## src/rtl/bscan_pkg.sv

```systemverilog
package bscan_pkg;

    typedef enum logic [2:0] {
        OP_FUNC   = 3'd0,
        OP_SAMPLE = 3'd1,
        OP_EXTEST = 3'd2,
        OP_INTEST = 3'd3,
        OP_CLAMP  = 3'd4,
        OP_CLAMPZ = 3'd5
    } bs_op_e;

    typedef struct packed {
        logic chain_sel;   // serial path between TDI and TDO
        logic drive_held;  // latches replace live pin/core values
        logic float_pins;  // all output enables forced off
    } bs_mode_t;

endpackage

```

## src/rtl/bscan_mode_dec.sv

```systemverilog
module bscan_mode_dec
    import bscan_pkg::*;
(
    input  logic [2:0] op,
    output bs_mode_t   mode
);

    always_comb begin
        mode = '0;
        case (op)
            OP_SAMPLE: mode.chain_sel  = 1'b1;
            OP_EXTEST,
            OP_INTEST: begin
                mode.chain_sel  = 1'b1;
                mode.drive_held = 1'b1;
            end
            OP_CLAMP:  mode.drive_held = 1'b1;
            OP_CLAMPZ: begin
                mode.drive_held = 1'b1;
                mode.float_pins = 1'b1;
            end
            default:   mode = '0;
        endcase
    end

endmodule

```

## src/rtl/bscan_shift.sv

```systemverilog
module bscan_shift #(
    parameter int LEN = 12
) (
    input  logic           tck,
    input  logic           trst_n,
    input  logic           tlr,
    input  logic           sel,
    input  logic           cap_en,
    input  logic           shf_en,
    input  logic           upd_en,
    input  logic           tdi,
    input  logic [LEN-1:0] cap_vec,
    output logic [LEN-1:0] sr_q,
    output logic [LEN-1:0] upd_q,
    output logic           tdo
);

    typedef struct packed {
        logic [LEN-1:0] stage;
    } shreg_t;

    shreg_t         sh_d;
    shreg_t         sh_q;
    logic [LEN-1:0] upd_d;

    // shift stages, rising edge
    always_comb begin
        sh_d = sh_q;
        if (tlr) begin
            sh_d.stage = '0;
        end else if (sel && cap_en) begin
            sh_d.stage = cap_vec;
        end else if (sel && shf_en) begin
            sh_d.stage = {tdi, sh_q.stage[LEN-1:1]};
        end
    end

    always_ff @(posedge tck or negedge trst_n) begin
        if (!trst_n) sh_q <= '0;
        else         sh_q <= sh_d;
    end

    // update latches, falling edge
    always_comb begin
        upd_d = upd_q;
        if (tlr)                 upd_d = '0;
        else if (sel && upd_en)  upd_d = sh_q.stage;
    end

    always_ff @(negedge tck or negedge trst_n) begin
        if (!trst_n) upd_q <= '0;
        else         upd_q <= upd_d;
    end

    assign sr_q = sh_q.stage;
    assign tdo  = sel & sh_q.stage[0];

endmodule

```

## src/rtl/bscan_pinmux.sv

```systemverilog
module bscan_pinmux
    import bscan_pkg::*;
#(
    parameter int N_IN        = 4,
    parameter int N_GRP       = 2,
    parameter int OUT_PER_GRP = 3,
    localparam int N_OUT      = N_GRP * OUT_PER_GRP
) (
    input  bs_mode_t          mode,
    input  logic [N_IN-1:0]   held_in,
    input  logic [N_OUT-1:0]  held_out,
    input  logic [N_GRP-1:0]  held_oe,
    input  logic [N_IN-1:0]   pad_in,
    input  logic [N_OUT-1:0]  core_out,
    input  logic [N_GRP-1:0]  core_oe,
    output logic [N_IN-1:0]   core_in,
    output logic [N_OUT-1:0]  pad_out,
    output logic [N_OUT-1:0]  pad_oe
);

    assign core_in = mode.drive_held ? held_in : pad_in;

    for (genvar g = 0; g < N_GRP; g++) begin : g_grp
        logic grp_en;
        assign grp_en = mode.float_pins ? 1'b0
                      : (mode.drive_held ? held_oe[g] : core_oe[g]);
        for (genvar k = 0; k < OUT_PER_GRP; k++) begin : g_pin
            localparam int J = g * OUT_PER_GRP + k;
            assign pad_out[J] = mode.drive_held ? held_out[J] : core_out[J];
            assign pad_oe[J]  = grp_en;
        end
    end

endmodule

```

## src/rtl/bscan_chain.sv

```systemverilog
module bscan_chain
    import bscan_pkg::*;
#(
    parameter int N_IN        = 4,
    parameter int N_GRP       = 2,
    parameter int OUT_PER_GRP = 3,
    localparam int N_OUT      = N_GRP * OUT_PER_GRP,
    localparam int LEN        = N_IN + N_OUT + N_GRP
) (
    input  logic             tck,
    input  logic             trst_n,
    input  logic             tlr,
    input  logic             capture_dr,
    input  logic             shift_dr,
    input  logic             update_dr,
    input  logic [2:0]       instr,
    input  logic             tdi,
    output logic             tdo,
    input  logic [N_IN-1:0]  pad_in,
    output logic [N_IN-1:0]  core_in,
    input  logic [N_OUT-1:0] core_out,
    input  logic [N_GRP-1:0] core_oe,
    output logic [N_OUT-1:0] pad_out,
    output logic [N_OUT-1:0] pad_oe
);

    localparam int OUT_BASE = N_IN;
    localparam int CTL_BASE = N_IN + N_OUT;

    bs_mode_t       mode;
    logic [LEN-1:0] cap_vec;
    logic [LEN-1:0] sr_q;
    logic [LEN-1:0] upd_q;

    assign cap_vec = {core_oe, core_out, pad_in};

    bscan_mode_dec u_dec (
        .op   (instr),
        .mode (mode)
    );

    bscan_shift #(.LEN(LEN)) u_shift (
        .tck     (tck),
        .trst_n  (trst_n),
        .tlr     (tlr),
        .sel     (mode.chain_sel),
        .cap_en  (capture_dr),
        .shf_en  (shift_dr),
        .upd_en  (update_dr),
        .tdi     (tdi),
        .cap_vec (cap_vec),
        .sr_q    (sr_q),
        .upd_q   (upd_q),
        .tdo     (tdo)
    );

    bscan_pinmux #(
        .N_IN        (N_IN),
        .N_GRP       (N_GRP),
        .OUT_PER_GRP (OUT_PER_GRP)
    ) u_mux (
        .mode     (mode),
        .held_in  (upd_q[N_IN-1:0]),
        .held_out (upd_q[OUT_BASE +: N_OUT]),
        .held_oe  (upd_q[CTL_BASE +: N_GRP]),
        .pad_in   (pad_in),
        .core_out (core_out),
        .core_oe  (core_oe),
        .core_in  (core_in),
        .pad_out  (pad_out),
        .pad_oe   (pad_oe)
    );

endmodule

```

## config.mk

```make
export PLATFORM = sky130hd
export DESIGN_NAME = bscan_chain
export DESIGN_NICKNAME = d
export VERILOG_FILES = /design/src/rtl/bscan_pkg.sv /design/src/rtl/bscan_mode_dec.sv /design/src/rtl/bscan_shift.sv /design/src/rtl/bscan_pinmux.sv /design/src/rtl/bscan_chain.sv
export SDC_FILE = /design/constraint.sdc
export NUM_CORES = 1
export LEC_CHECK = 0
export ABC_AREA = 1
export BUFFER_PORTS_ARGS = -buffer_cell sky130_fd_sc_hd__buf_2
export CORE_ASPECT_RATIO = 0.6
export CORE_MARGIN = 1.5
export CORE_UTILIZATION = 55
export DETAILED_ROUTE_END_ITERATION = 8
export PLACE_DENSITY = 0.8
export RECOVER_POWER = 50
export SETUP_SLACK_MARGIN = 0.5
export SYNTH_ARGS = -nofsm -noshare
export SYNTH_HDL_FRONTEND = slang
export SYNTH_SLANG_ARGS = --single-unit
```

## constraint.sdc

```tcl
create_clock -name tck -period 1.7 [get_ports tck]
set_input_delay 0.17 -clock tck [delete_from_list [all_inputs] [get_ports tck]]
set_output_delay 0.17 -clock tck [all_outputs]
set_load 0.05 [all_outputs]
```

==> impl_results.md, run 1 <==
* Synth warn at 0
* Error: [ERROR DPL-0038] Utilization greater than 100%, impossible to legalize
* Post-Synthesis Cells at 195
* Clock root cell: clkbuf_8
* Initial core utilization at 57.35%
* Halt Stage: clock tree synthesis
* IO Pins at 39
* Setup bufs post-CTS at 44
* CTS buffer count at 3
* Dpl cell area at 1792 um^2
* Top-area cell type share of the netlist area at 21.20%
* Post_cts resized at 91
* Net Count, Synth at 217
* Die width at 68.52 um
* Clk buf depth at 2
* Synth Area per Inst at 7.263 um^2
* Site row count at 14
* Cell taking the most area after synthesis: dfrtn_1
* Synth cell types at 18
* Placer Congestion at 0.8365
* PortBufs at 38
* Final HPWL from detailed placement at 2829 um
* Die Ht at 42.31 um
* Synth Register Bits at 24
* Status: stopped before the end
* Area contributors post-synth: dfrtn_1 (21%), dfrtp_1 (21%), nand3_1 (14%), nand2_1 (11%), o21ai_0 (7.8%)
* Sequential share of the synthesized area at 42.40%
* # hold bufs at CTS at 1
* Mapped Area at 1416 um^2
* CTS H-tree depth at 1
* CTS Sinks at 24
-- Yosys cell counts --
library cell and n:
nor2_4 1, nand2_1 40, dfrtp_1 12, dfrtn_1 12
nand4_1 13, o21ai_1 2, clkbuf_1 2, nand3_1 40
nand2_4 1, buf_1 1, buf_4 6, buf_2 8
buf_6 1, inv_1 27, o21ai_0 22, nand3_2 1
inv_2 5, nor2_1 1
-- logic make-up after synthesis --
group / Yosys count / share of synthesized area [%]
buffers and inverters: 50 / 16.08
flip-flops: 24 / 42.40
AO/OA/AOI/OAI: 24 / 8.481
AND/OR/NAND/NOR: 97 / 33.04
-- metrics by stage --
| stage | setup WS (ns) | std cells |
|---|---|---|
| 2_1_floorplan | -0.06429 | 195 |
| 3_5_place_dp | -0.2379 | 262 |
| 3_3_place_gp | -0.2071 | 262 |
==> run 2: changes to the inputs <==
--- a/config.mk
+++ b/config.mk
@@ -7,13 +7,11 @@
 export LEC_CHECK = 0
 export ABC_AREA = 1
 export BUFFER_PORTS_ARGS = -buffer_cell sky130_fd_sc_hd__buf_2
-export CORE_ASPECT_RATIO = 0.6
-export CORE_MARGIN = 1.5
-export CORE_UTILIZATION = 55
+export CORE_AREA = 2 2 63 65
 export DETAILED_ROUTE_END_ITERATION = 8
-export PLACE_DENSITY = 0.8
+export DIE_AREA = 0 0 65 67
+export PLACE_DENSITY_LB_ADDON = 0.15
 export RECOVER_POWER = 50
-export SETUP_SLACK_MARGIN = 0.5
 export SYNTH_ARGS = -nofsm -noshare
 export SYNTH_HDL_FRONTEND = slang
 export SYNTH_SLANG_ARGS = --single-unit
==> run 2 against run 1 <==
Against the previous run:
- the flow now finishes, with violations (setup timing)
- synthesized area is the same
- synthesized cell count did not move
==> impl_results.md, run 2 <==
* Status: finished, violations left
* Failing checks: setup timing
* TritonCTS clock tree: yes
* CP endpoint kind: output pin
* Most frequent cells in the layout: nand2_1 (41), nand3_1 (38), inv_1 (27), buf_2 (21), buf_4 (21)
* Mapped Area at 1416 um^2
* Ys async rst share at 100.0%
* Synth warn at 0
* HP Class: primary input to flop
* Peak supply drop at 0.2569 mV
* RSZ-0062 raised after global routing: yes
* GRT Residual Overflow at 0
* Critical Path Start: u_shift.upd_q[11]$_DFFE_NN0P_
* Die width at 65 um
* Clock root cell: clkbuf_8
* Worst r2r dst: u_shift.upd_q[4]$_DFFE_NN0P_
* Critical Path AT at 1.99 ns
* Synth cell types at 18
* CORE AREA at 3606 um^2
* Critical Path, Cell by Cell: nand3_2, o21ai_4, buf_6
* R2R Setup Slk at 0.14 ns
* # diodes at 0
* Most common cell after layout, fill and taps aside: nand2_1
* IO Pins at 39
* Area delta synth->final at 39.93%
* Via count at 1457
* Startpoint types: flop
* Initial antenna violation count at 0
* Overall Global Routing Usage at 19.04%
* CTS buffer count at 3
* Remaining DRCs at 0
* Placer Congestion at 0.8155
* Final HPWL from detailed placement at 2678 um
* Hold Vio Cnt, Final at 0
* CTS H-tree depth at 1
* Initial drt markers at 63
* Critical Path RT at 1.53 ns
* Site row count at 22
* Drt wl/cell at 12.82 um
* Post-synth top cells: nand2_1 (40), nand3_1 (40), inv_1 (27)
* Final worst-path setup slack at -0.4617 ns
* Synth Register Bits at 24
* Post-DR vias/cell at 4.939
* PortBufs at 38
* Crit Path Max Fanout at 3
* PD cells at 690.8 nW/um^2
* Leak at 1.051 nW
* Final setup vio count at 16
* Sequential share of the synthesized area at 42.40%
* Post-synth EDFFs at 0
* Dpl cell area at 1774 um^2
* End point of the critical path: pad_oe[3]
* Layout cells sized above 1 at 33.60%
* Worst slew pin tran at 0.4895 ns
* Drt first pass iters at 4
* Area contributors post-synth: dfrtn_1 (21%), dfrtp_1 (21%), nand3_1 (14%), nand2_1 (11%), o21ai_0 (7.8%)
* Clk buf depth at 2
* Cell taking the most area after synthesis: dfrtn_1
* Critical path class: flop to output pin
* Die Ht at 67 um
* CTS clk-pin slew, worst paths at 0.08 ns
* Ys flop type: dfrtp_1
* Hold path startpoint: tdi
* Final core utilization at 54.96%
* First-pass GRT wire length at 6237 um
* DRT antenna net count at 0
* Detailed Route WL at 3782 um
* Die Area at 4355 um^2
* Post-Synthesis Cells at 195
* Final nets at 270
* Fin Clk Skew at 0.01123 ns
* R2R depth at 2
* Initial core utilization at 39.28%
* Max-slew violation count at 0
* RR Startpoint: u_shift.sr_q[4]$_DFFE_PN0P_
* Critical path's largest stage delay at 0.44 ns
* Cell area after layout at 1982 um^2
* Top-area cell type share of the netlist area at 21.20%
* Synth Area per Inst at 7.263 um^2
* CP max-delay cell: dfrtn_1
* Worst-Skew Late Latency at 0.28 ns
* Net Count, Synth at 217
* CTS Sinks at 24
* Slew HR at 67.32%
* Largest net degree at the start of global routing at 22
* Vias in the first global route at 1325
* Maxcap violations at 0
run 2: cell counts after synthesis:
Identical to the previous run, type by type.
run 2: repair_timing:
action                                  CTS  global route
gates resized for setup                  32             4
hold buffers                              1             0
endpoints found under the hold margin     5             0
setup buffers                             4             2
endpoints found under the setup margin   16            16
run 2: kinds of logic after synthesis:
group | synth area share, %
buffers and inverters | 16.08
AOI/OAI and AO/OA | 8.481
DFF | 42.40
and+or+nand+nor | 33.04
run 2: final cells by class:
| type | instances | area, um^2 |
|---|---|---|
| fillers | 368 | 1624 |
| multi-input cells | 121 | 650.6 |
| flip-flops and latches | 24 | 600.6 |
| repair buffers | 66 | 495.5 |
| inverters | 32 | 120.1 |
| well taps | 48 | 60.06 |
| clock buffers | 4 | 55.05 |
run 2: power breakdown:
part | internal (mW) | leakage [nW] | switching, mW | total, mW
registers | 0.586 | 0.333 | 0.00772 | 0.594
logic | 0.136 | 0.690 | 0.251 | 0.387
clock network | 0.207 | 0.0288 | 0.181 | 0.388
run 2: per-stage QoR:
| step | hold slack [ns] | std cells | setup TNS [ns] | setup slack, ns | power [mW] |
|---|---|---|---|---|---|
| finish | 0.2262 | 295 | -6.034 | -0.4617 | 1.369 |
| global route | 0.2446 | 295 | -7.059 | -0.4843 | 1.439 |
| CTS | 0.2125 | 293 | -6.025 | -0.4403 | 1.388 |
| detailed placement | 0.1456 | 284 | -3.412 | -0.2024 | 0.9537 |
| global placement | 0.1456 | 284 | -3.289 | -0.1703 | 0.9529 |
| floorplan | -0.1256 | 195 | -0.4432 | -0.07424 | 0.8457 |
run 2: per-layer routing:
layer	GRT usage (%)	up-vias	part of all wire, %
met2	29.90	57	45
met5	0	-	0
met4	7.447	0	1.6
met3	2.703	7	5.6
li1	-	736	-
met1	26.43	657	48
run 2: how the worst min path moves through the flow:
stage	endpoint	cells after the start
floorplan	u_shift.sr_q[0]$_DFFE_PN0P_	0
global placement	u_shift.sr_q[5]$_DFFE_PN0P_	1
CTS	u_shift.sr_q[11]$_DFFE_PN0P_	5
finish	u_shift.sr_q[11]$_DFFE_PN0P_	5
global route	u_shift.sr_q[11]$_DFFE_PN0P_	5
detailed placement	u_shift.sr_q[7]$_DFFE_PN0P_	1
run 2: worst max-delay path, delay by kind of cell, from the launching register on:
kind / cells / cell delay (ns)
AO/OA/AOI/OAI: 1 / 0.13
buffers and inverters: 1 / 0.19
flip-flops: 1 / 0.44
AND/OR/NAND/NOR: 1 / 0.11
Power figures use the tool's default switching activity.
